===== src/rtl/op_seq_pkg.sv =====
package op_seq_pkg;
  typedef struct packed {
    logic valid;
    logic multi;
  } key_req_t;
endpackage


===== src/rtl/key_hold.sv =====
module key_hold
  import op_seq_pkg::*;
(
  input  logic     clk,
  input  logic     rst,
  input  logic     key_stb,
  input  logic     key_multi,
  input  logic     take,
  output key_req_t req
);
  key_req_t held;

  always_ff @(posedge clk) begin
    if (rst) begin
      held <= '0;
    end else if (take) begin
      held <= '0;
    end else if (key_stb && !held.valid) begin
      held.valid <= 1'b1;
      held.multi <= key_multi;
    end
  end

  always_comb begin
    if (held.valid) begin
      req = held;
    end else begin
      req.valid = key_stb;
      req.multi = key_multi;
    end
  end

  // a held request stays unchanged until it is taken
  a_r10_hold_kept: assert property (@(posedge clk) disable iff (rst)
    (held.valid && !take) |=> (held.valid && held.multi == $past(held.multi)));
endmodule


===== src/rtl/step_catch.sv =====
module step_catch #(
  parameter int SYNC_STAGES = 2
) (
  input  logic clk,
  input  logic rst,
  input  logic step_key,
  input  logic idle,
  input  logic boundary,
  output logic step_now
);
  logic synced;
  logic prev;
  logic pend;
  logic rise;

  generate
    if (SYNC_STAGES == 0) begin : g_nosync
      assign synced = step_key;
    end else begin : g_sync
      logic [SYNC_STAGES-1:0] chain;
      always_ff @(posedge clk) begin
        if (rst) chain <= '0;
        else     chain <= {chain[SYNC_STAGES-2 >= 0 ? SYNC_STAGES-2 : 0:0], step_key} & {SYNC_STAGES{1'b1}};
      end
      assign synced = chain[SYNC_STAGES-1];
    end
  endgenerate

  assign rise     = synced && !prev;
  assign step_now = pend || (rise && !idle);

  always_ff @(posedge clk) begin
    if (rst) begin
      prev <= 1'b0;
      pend <= 1'b0;
    end else begin
      prev <= synced;
      if (boundary)           pend <= 1'b0;
      else if (rise && !idle) pend <= 1'b1;
    end
  end

  // no step is ever pending while the machine is idle
  a_r8_no_pend_idle: assert property (@(posedge clk) disable iff (rst)
    idle |-> !pend);
endmodule


===== src/rtl/cycle_ctrl.sv =====
module cycle_ctrl
  import op_seq_pkg::*;
(
  input  logic     clk,
  input  logic     rst,
  input  logic     num_end,
  input  logic     done,
  input  logic     manual,
  input  key_req_t req,
  input  logic     step_now,
  output logic     take,
  output logic     idle_nx,
  output logic     op,
  output logic     idle
);
  logic cur_multi;
  logic op_nx;
  logic multi_nx;

  always_comb begin
    idle_nx  = idle;
    op_nx    = op;
    multi_nx = cur_multi;
    take     = 1'b0;
    if (num_end) begin
      if (op && idle && cur_multi)  idle_nx = 1'b0;
      else if (op && !idle && done) idle_nx = 1'b1;
      if (!idle_nx) begin
        op_nx = manual ? step_now : 1'b1;
      end else begin
        op_nx    = req.valid;
        take     = req.valid;
        multi_nx = req.multi;
      end
    end
  end

  always_ff @(posedge clk) begin
    if (rst) begin
      op        <= 1'b0;
      idle      <= 1'b1;
      cur_multi <= 1'b0;
    end else begin
      op        <= op_nx;
      idle      <= idle_nx;
      cur_multi <= multi_nx;
    end
  end

  // op holds steady except across a number-cycle boundary
  a_r2_op_steady: assert property (@(posedge clk) disable iff (rst)
    !num_end |=> $stable(op));
  // idle moves only at the end of an OP cycle
  a_r5_idle_at_op_end: assert property (@(posedge clk) disable iff (rst)
    !(num_end && op) |=> $stable(idle));
  // without done, a calculating OP cycle keeps the machine busy
  a_r6_busy_without_done: assert property (@(posedge clk) disable iff (rst)
    (num_end && op && !idle && !done) |=> !idle);
endmodule


===== src/rtl/op_cycle_seq.sv =====
module op_cycle_seq
  import op_seq_pkg::*;
#(
  parameter int STEP_SYNC = 2
) (
  input  logic clk,
  input  logic rst,
  input  logic num_end,
  input  logic key_stb,
  input  logic key_multi,
  input  logic done,
  input  logic manual,
  input  logic step_key,
  input  logic disp_force,
  output logic op,
  output logic idle,
  output logic disp_en
);
  key_req_t req;
  logic     take;
  logic     step_now;
  logic     idle_nx;

  key_hold u_keys (
    .clk(clk), .rst(rst), .key_stb(key_stb), .key_multi(key_multi),
    .take(take), .req(req)
  );

  step_catch #(.SYNC_STAGES(STEP_SYNC)) u_step (
    .clk(clk), .rst(rst), .step_key(step_key), .idle(idle),
    .boundary(num_end), .step_now(step_now)
  );

  cycle_ctrl u_ctrl (
    .clk(clk), .rst(rst), .num_end(num_end), .done(done), .manual(manual),
    .req(req), .step_now(step_now), .take(take), .idle_nx(idle_nx),
    .op(op), .idle(idle)
  );

  always_ff @(posedge clk) begin
    if (rst) disp_en <= 1'b1;
    else     disp_en <= idle_nx || disp_force;
  end

  // display enable tracks idle or the previous force value
  a_r9_disp_follow: assert property (@(posedge clk) disable iff (rst)
    1'b1 |=> (disp_en == (idle || $past(disp_force))));
endmodule


===== config.mk =====
export PLATFORM = sky130hd
export DESIGN_NAME = op_cycle_seq
export DESIGN_NICKNAME = d
export VERILOG_FILES = /design/src/rtl/op_seq_pkg.sv /design/src/rtl/key_hold.sv /design/src/rtl/step_catch.sv /design/src/rtl/cycle_ctrl.sv /design/src/rtl/op_cycle_seq.sv
export SDC_FILE = /design/constraint.sdc
export NUM_CORES = 1
export LEC_CHECK = 0
export ABC_CLOCK_PERIOD_IN_PS = 1200
export BUFFER_PORTS_ARGS = -buffer_cell sky130_fd_sc_hd__buf_2
export CORE_AREA = 2 2 39 41
export DETAILED_ROUTE_END_ITERATION = 6
export DIE_AREA = 0 0 41 43
export SLEW_MARGIN = 10
export SYNTH_ARGS = -nofsm -noshare
export SYNTH_HDL_FRONTEND = slang
export SYNTH_SLANG_ARGS = --single-unit
export TNS_END_PERCENT = 10

===== constraint.sdc =====
create_clock -name clk -period 1.2 [get_ports clk]
set_input_delay 0.06 -clock clk [delete_from_list [all_inputs] [get_ports clk]]
set_output_delay 0.06 -clock clk [all_outputs]
set_load 0.02 [all_outputs]

# Yosys cells after proc, flatten, opt, wreduce, memory -nomap -nowiden
# Cells that the tools add are included.
# word_totals
ram_bits	0
output_inout_bits	3
rom_bits	0
regBits	10
memories	0
latch_bits	0
# op_classes
n_shift	0
order_cmp	0
div_mod_pow	0
mul	0
eq_ne	0
n_reduce_logical	15
n_mux	9
add_sub_neg	0
n_bitwise	0
# ops
operator	n
two-way mux 1 bit	8
logical AND 1 bit	7
OR reduction 2 bit	2
logical NOT 1 bit	3
logical OR 1 bit	2
two-way mux 2 bit	1
AND reduction 2 bit	1

# Longest topological paths before layout
# Gate-level depths: netlist of run 1.
# depth
ltp_word	9
ltp_mapped	4

# Hierarchy
# A second synthesis of run 1 with hierarchy kept.
# hier_totals
hier_cells	51
area_unflattened_um2	476.7
# by_module_without_submodules
module	n_inst	area_each_um2	cells_each	seq_area_each_um2
cycle_ctrl	1	225.2	30	60.1
step_catch	1	128.9	11	80.1
key_hold	1	96.3	8	40.0
op_cycle_seq	1	26.3	2	20.0

# Worst setup path after synthesis of run 1
# No wires, ideal clock.
# synth_path
kind	flip-flop to flip-flop
from	register u_ctrl.op
to	register u_ctrl.cur_multi
t_required_ps	1112
path_buffers	0
period_less_slack_ps	1184
setup_slack_ps	16
stages_incl_launch_ff	5
arrival_time_ps	1096
path_cell_list	dfxtp_1 > and2_4 > o211a_4 > nor2_2 > a311oi_2
# synth_via
elab_chain_len	6
elab_cells_between_ends	8
classes_between	mux (3); reduce/logical (5)
# synth_lines
item	line	source
from (decl)	cycle_ctrl.sv:13	output logic op,
from (signal assigned)	cycle_ctrl.sv:44	op <= op_nx;
logical AND 1 bit (2 in series)	cycle_ctrl.sv:27	else if (op && !idle && done) idle_nx = 1'b1;
two-way mux 1 bit	cycle_ctrl.sv:27	
two-way mux 1 bit *	cycle_ctrl.sv:26	if (op && idle && cur_multi) idle_nx = 1'b0;
two-way mux 1 bit *	cycle_ctrl.sv:25	if (num_end) begin
AND reduction 2 bit (no line) *	--	
to (signal assigned)	cycle_ctrl.sv:46	cur_multi <= multi_nx;
to (decl)	cycle_ctrl.sv:16	logic cur_multi;
# Every way passes the cells marked *; elsewhere a longest branch is shown, timed or not. The select of a mux whose other input is x is not followed.
# A chain may end at the register's enable or synchronous reset.

# Worst setup path in the final report of run 1
# layout_path
from	register u_ctrl.op
to	register disp_en
# layout_via
elab_chain_len	7
elab_cells_between_ends	9
classes_between	mux (4); reduce/logical (5)
# layout_lines
item	line	source
logical AND 1 bit (2 in series)	cycle_ctrl.sv:27	
two-way mux 1 bit	cycle_ctrl.sv:27	
two-way mux 1 bit *	cycle_ctrl.sv:26	
two-way mux 1 bit * (2 in series)	cycle_ctrl.sv:25	
logical OR 1 bit *	op_cycle_seq.sv:42	else disp_en <= idle_nx || disp_force;
to (signal assigned)	op_cycle_seq.sv:42	
to (decl)	op_cycle_seq.sv:17	output logic disp_en
# Marked as above.

==> impl_metrics.env, run 1 <==
export IMPL_ir_drop_v=0.000549
export IMPL_via_per_inst=4.60
export IMPL_drc=0
export IMPL_pwr_share_comb_pct=10.1
export IMPL_syn_avg_cell_area_sq_um=10.1
export IMPL_die_width_um=41
export IMPL_nets=66
export IMPL_grt_pass1_vias=317
export IMPL_wirelength_um=720
export IMPL_netlist_area_sq_um=405
export IMPL_syn_num_nets=49
export IMPL_setup_tns_ns=0
export IMPL_wl_per_cell_um=10.0
export IMPL_wl_met1_um=348
export IMPL_maxCapViolCount=0
export IMPL_clock_sinks=10
export IMPL_fin_crit_sh_pct=94.7
export IMPL_root_buffer="clkbuf_4"
export IMPL_layout_commonest_cell="buf_2"
export IMPL_cp_start_kind="register"
export IMPL_place_gp_congestion=0.681
export IMPL_path_class="register to register"
export IMPL_path_clk_slew_ns=0.07
export IMPL_netSwitchingFraction_pct=22.3
export IMPL_slew_limit_headroom_pct=79.5
export IMPL_hold_class="input port to register"
export IMPL_final_util_pct=38.6
export IMPL_synthDistinctLibCells=25
export IMPL_initial_utilization_pct=29.3
export IMPL_outcome="complete, no violations"
export IMPL_dieArea_sq_mm=0.00176
export IMPL_ys_ff_latch=10
export IMPL_grtUsageTotal_pct=10.4
export IMPL_tightest_slew_ns=0.304
export IMPL_arrival_ns=1.29
export IMPL_required_ns=1.36
export IMPL_intPower_w=0.000570
export IMPL_route_top_layer_used="met3"
export IMPL_synth_flop_cell="dfxtp_1"
export IMPL_first_iter_violations=6
export IMPL_grt_overflow=0
export IMPL_yosys_warnings=0
export IMPL_num_antenna_cells=0
export IMPL_p_clk_share_pct=41.1
export IMPL_finClkSkew_ns=0.00821
export IMPL_ant_nets=0
export IMPL_grt_max_degree=11
export IMPL_critPathMaxFanout=5
export IMPL_syn_inst=40
export IMPL_fmax_mhz=880
export IMPL_fillCellCount=147
export IMPL_vias=331
export IMPL_io_pins=12
export IMPL_rsz0062_at_grt="false"
export IMPL_leakagePower_nw=0.205
export IMPL_cts_tree="built"
export IMPL_met2_length_um=305
export IMPL_cp_end_kind="register"
export IMPL_crit_start="u_ctrl.op"
export IMPL_hp_start="num_end"
export IMPL_fp_dieH_um=43
export IMPL_finalCriticalPeriod_ns=1.14
export IMPL_final_cell_mix="buf_2, dfxtp_1, nor2b_1, clkbuf_4"
export IMPL_synthArstFlopShare_pct=0
export IMPL_ys_seq_area_share_pct=49.4
export IMPL_register_area_sq_um=201
export IMPL_setup_viol=0
export IMPL_num_rows=14
export IMPL_coreArea_sq_mm=0.00138
export IMPL_clkLatencyLatePin_ns=0.27
export IMPL_clockBufferDepth=2
export IMPL_place_hpwl_um=490
export IMPL_drv_slew=0
export IMPL_p_switching_w=0.000163
export IMPL_antenna_found_initial=0
export IMPL_timing_rr_start="u_ctrl.op"
export IMPL_area_growth_pct=31.8
export IMPL_met3_length_um=65
export IMPL_htreeDepth=1
export IMPL_seqPwrFrac_pct=48.8
export IMPL_first_pass_iters=4
export IMPL_drive_above_1_share_pct=41.1
export IMPL_powerDensity_mw_per_mm2=1370
export IMPL_grt_pass1_wl_um=1190
export IMPL_synth_edf_count=0
export IMPL_hold_viol_final=0
export IMPL_multi_input_comb_area_sq_um=198
export IMPL_numCtsBuffers=3
export IMPL_r2r_slack_ns=0.06
export IMPL_portBuffers=11
==> worst max-delay path: stages, from the launching register on <==
cell,delay [ns]
dfxtp_1,0.35
and2_4,0.16
a21oi_1,0.13
a41oi_1,0.06
or3_1,0.31
==> path summary, 6_finish.rpt <==
path                            end  depth (start not counted)
max                         disp_en                          4
min reg2reg  u_step.g_sync.chain[1]                          1
max reg2reg                 disp_en                          4
min                     u_step.pend                          2
==> cells by family after synthesis <==
family	after synthesis	synth area share [%]
buffers and inverters	2	1.85
flip-flops	10	49.4
AO/OA/AOI/OAI	10	21.6
AND/OR/NAND/NOR	18	27.2
==> routing by layer <==
layer / track usage [%] / vias to the layer above
met3: 7.85 / 0
met5: 0 / -
met2: 15.3 / 12
met1: 10.7 / 145
li1: - / 174
met4: 4.00 / 0
==> through the flow <==
| stage | setup slack (ns) | hold slack [ns] | power, W | instances | instance area (sq um) |
|---|---|---|---|---|---|
| after floorplan | 0.0155 | 0.139 | 0.000408 | 40 | 405 |
| after global routing | 0.00910 | 0.0518 | 0.000775 | 72 | 534 |
| final | 0.0635 | 0.0500 | 0.000733 | 72 | 534 |
| after detailed placement | 0.0780 | 0.252 | 0.000434 | 66 | 477 |
| after global placement | 0.105 | 0.249 | 0.000434 | 66 | 477 |
| after CTS | 0.0613 | 0.0325 | 0.000751 | 72 | 533 |
==> synthesized netlist by cell type, drive strengths merged (2+ instances only) <==
master	count	area, sq um
nor3	2	10.0
dfxtp	10	200
o21ai	2	10.0
a21oi	2	13.8
nor2b	3	18.8
nand2	2	7.51
nor2	3	13.8
==> flip-flops by register name, indices dropped and copies added (netlist names) <==
name                 count
u_step.g_sync.chain      2
u_ctrl.op                1
u_ctrl.cur_multi         1
u_step.pend              1
u_step.prev              1
disp_en                  1
u_ctrl.idle              1
u_keys.held              2
==> layout make-up <==
cell class	count	area share (%)
Tap cell	16	3.75
Timing Repair Buffer	13	14.1
Clock buffer	4	6.79
Sequential cell	10	37.7
Multi-Input combinational cell	28	37.0
Inverter	1	0.703
==> timing repair <==
action / in CTS / in global routing
setup buffers: 0 / 0
hold buffers: 2 / 0
setup endpoints to repair: 0 / 1
resized for setup: 0 / 1
hold endpoints to repair: 2 / 0
==> power by group through the flow <==
stage	logic, W	clock network (W)	registers [W]
6_report	0.0000739	0.000301	0.000358
5_1_grt	0.0000819	0.000333	0.000359
4_1_cts	0.0000743	0.000319	0.000357
3_5_place_dp	0.0000690	0	0.000365
3_3_place_gp	0.0000690	0	0.000365
2_1_floorplan	0.0000409	0	0.000368
Note: power is estimated with default switching activity, not from simulation.
==> run 2, diff against run 1 <==
Settings changed: BUFFER_PORTS_ARGS -buffer_cell sky130_fd_sc_hd__buf_2 to -buffer_cell sky130_fd_sc_hd__buf_4, SYNTH_HIERARCHICAL set to 1.
==> run 2 against run 1 <==
Setup slack got worse by 0.034 ns. Clock skew decreased by 0.0070 ns. Wire length increased by 20%. Cell count increased by 14%. Non-clock buffer count increased by 1. Register-to-register slack got worse by 0.03 ns. Critical path depth increased by 1. Global-route usage increased by 1.6 points. Combinational power increased by 66%. Largest cell class is now multi-input gates. Design area increased by 20%. First-iteration DRC count decreased by 100%.
==> impl_metrics.env, run 2 <==
export IMPL_area_growth_pct=34.9
export IMPL_htreeDepth=1
export IMPL_place_area_sq_um=576
export IMPL_critical_path_top_delay_family="compound AO/OA/AOI/OAI gates"
export IMPL_path_class="register to register"
export IMPL_fmax_mhz=854
export IMPL_finClkSkew_ns=0.00124
export IMPL_antenna_found_initial=0
export IMPL_critPathMaxStageDelay_ns=0.34
export IMPL_cp_start_kind="register"
export IMPL_slew_limit_headroom_pct=83.5
export IMPL_clock_sinks=10
export IMPL_grtUsageTotal_pct=12.0
export IMPL_crit_end="u_ctrl/cur_multi"
export IMPL_synthDistinctLibCells=27
export IMPL_root_buffer="clkbuf_4"
export IMPL_coreArea_sq_mm=0.00138
export IMPL_worst_path_stages=5
export IMPL_leakagePower_nw=0.262
export IMPL_hp_start="step_key"
export IMPL_required_ns=1.36
export IMPL_dieArea_sq_mm=0.00176
export IMPL_yosys_warnings=6
export IMPL_reg_top3="u_keys/held x2, u_step/g_sync.chain x2"
export IMPL_crit_slowest_cell="dfxtp_2"
export IMPL_ys_seq_area_share_pct=42.0
export IMPL_syn_inst=51
export IMPL_portBuffers=11
export IMPL_maxCapViolCount=0
export IMPL_drv_slew=0
export IMPL_r2r_end="u_ctrl/cur_multi"
export IMPL_ir_drop_v=0.000558
export IMPL_instances_no_fill=82
export IMPL_synth_flop_cell="dfxtp_1"
export IMPL_hold_class="input port to register"
export IMPL_via_per_inst=4.94
export IMPL_r2r_slack_ns=0.03
export IMPL_synth_top_cell_area_share_pct=42.0
export IMPL_reg2regPathDepth=5
export IMPL_cts_tree="built"
export IMPL_synth_most_common_cell="dfxtp_1"
export IMPL_layout_commonest_cell="buf_4"
export IMPL_path_clk_slew_ns=0.07
export IMPL_grt_max_degree=11
export IMPL_yosysTopAreaCell="dfxtp_1"
export IMPL_vias=405
export IMPL_fp_dieH_um=43
export IMPL_hold_viol_final=0
export IMPL_synthTopCellsByCount="dfxtp_1, a31oi_1, nor2_1"
export IMPL_num_rows=14
export IMPL_grt_pass1_vias=326
export IMPL_grt_overflow=0
export IMPL_drc=0
export IMPL_clkLatencyLatePin_ns=0.26
export IMPL_die_width_um=41
export IMPL_crit_buf_inv=1
export IMPL_tightest_slew_ns=0.247
export IMPL_syn_avg_cell_area_sq_um=9.35
export IMPL_ant_nets=0
export IMPL_clockBufferDepth=2
export IMPL_critPathMaxFanout=3
export IMPL_netlist_area_sq_um=477
export IMPL_place_inst=77
export IMPL_fin_area_sq_um=643
export IMPL_powerDensity_mw_per_mm2=1220
export IMPL_finalCriticalPeriod_ns=1.17
export IMPL_pre_cts_ws_ns=-0.0407
export IMPL_place_hpwl_um=626
export IMPL_nets=76
export IMPL_final_cell_mix="buf_4, dfxtp_1, a31oi_1"
export IMPL_num_antenna_cells=0
export IMPL_numCtsBuffers=3
export IMPL_synthArstFlopShare_pct=0
export IMPL_ys_ff_latch=10
export IMPL_arrival_ns=1.33
export IMPL_cp_end_kind="register"
export IMPL_wirelength_um=865
export IMPL_outcome="complete, no violations"
export IMPL_rsz0062_at_grt="true"
export IMPL_io_pins=12
export IMPL_yosys_top_cells_area="dfxtp_1, a31oi_1, nor2b_1"
export IMPL_syn_num_nets=60
export IMPL_synth_edf_count=0
export IMPL_initial_utilization_pct=34.4
export IMPL_timing_rr_start="u_keys/held[1]"
export IMPL_first_iter_violations=0
export IMPL_postCtsSetupBuffers=0
export IMPL_crit_chain="mux2_4 -> inv_2 -> nand4_1 -> o21ai_1 -> a2111oi_2"
export IMPL_place_gp_congestion=0.675
export IMPL_crit_start="u_keys/held[1]"
export IMPL_fin_crit_sh_pct=97.6
export IMPL_grt_pass1_wl_um=1390
export IMPL_setup_slack_ns=0.0291
export IMPL_drive_above_1_share_pct=45.5
export IMPL_hold_ws_ns=0.0196
export IMPL_first_pass_iters=1
export IMPL_p_total_w=0.000787
export IMPL_wl_per_cell_um=10.5
export IMPL_setup_viol=0
-- run 2: power by group --
| part | leakage, nW | total (W) | internal (W) | switching [W] |
|---|---|---|---|---|
| clock network | 0.0210 | 0.000299 | 0.000184 | 0.000115 |
| registers | 0.0824 | 0.000365 | 0.000347 | 0.0000180 |
| logic | 0.158 | 0.000123 | 0.0000685 | 0.0000543 |
-- run 2: what timing repair did --
item | CTS | global route
hold endpoints to repair | 1 | 0
pin swaps | 2 | 3
resized for setup | 2 | 6
hold buffers | 1 | 0
setup endpoints to repair | 2 | 4
gates cloned | 0 | 0
-- run 2: worst min-delay path by stage --
stage | end | slack, ns | depth (start not counted)
final | u_step/g_sync.chain[0] | 0.02 | 2
after global routing | u_step/g_sync.chain[0] | 0.04 | 2
after CTS | u_step/g_sync.chain[0] | 0.009 | 2
after detailed placement | disp_en | 0.25 | 2
after global placement | disp_en | 0.25 | 2
after floorplan | u_ctrl/cur_multi | 0.13 | 1
-- run 2: worst reg2reg max path, stage by stage, from the launching register on --
cell       delay [ns]
dfxtp_2          0.34
mux2_4           0.20
inv_2            0.03
nand4_1          0.07
o21ai_1          0.08
a2111oi_2        0.35
-- run 2: logic make-up (layout without fill, tap and decap cells) --
logic type      Yosys count  in the layout  synth area share [%]
buf+inv                   5             20                  5.77
mux                       2              2                  4.46
compound gates           14             14                  20.7
flops                    10             10                  42.0
simple gates             20             20                  27.0
-- run 2: final cells by class --
cell class / instances / area, sq um
Inverter: 2 / 7.51
Fill cell: 143 / 741
Sequential cell: 10 / 206
Tap cell: 16 / 20.0
Multi-Input combinational cell: 36 / 265
Clock buffer: 4 / 36.3
Timing Repair Buffer: 14 / 108
-- run 2: metrics by stage --
stage          TNS (ns)  util (%)
6_report              0      46.5
5_1_grt         -0.0474      46.5
4_1_cts               0      45.2
3_5_place_dp    -0.0407      41.6
3_3_place_gp          0      41.6
2_1_floorplan         0         -
-- run 2: metal layers --
layer / routed length [um] / vias up / GRT usage (%)
li1: - / 212 / -
met1: 401 / 182 / 14.9
met2: 405 / 9 / 16.3
met3: 50 / 2 / 4.71
met4: 6 / 0 / 8.00
met5: 0 / - / 0
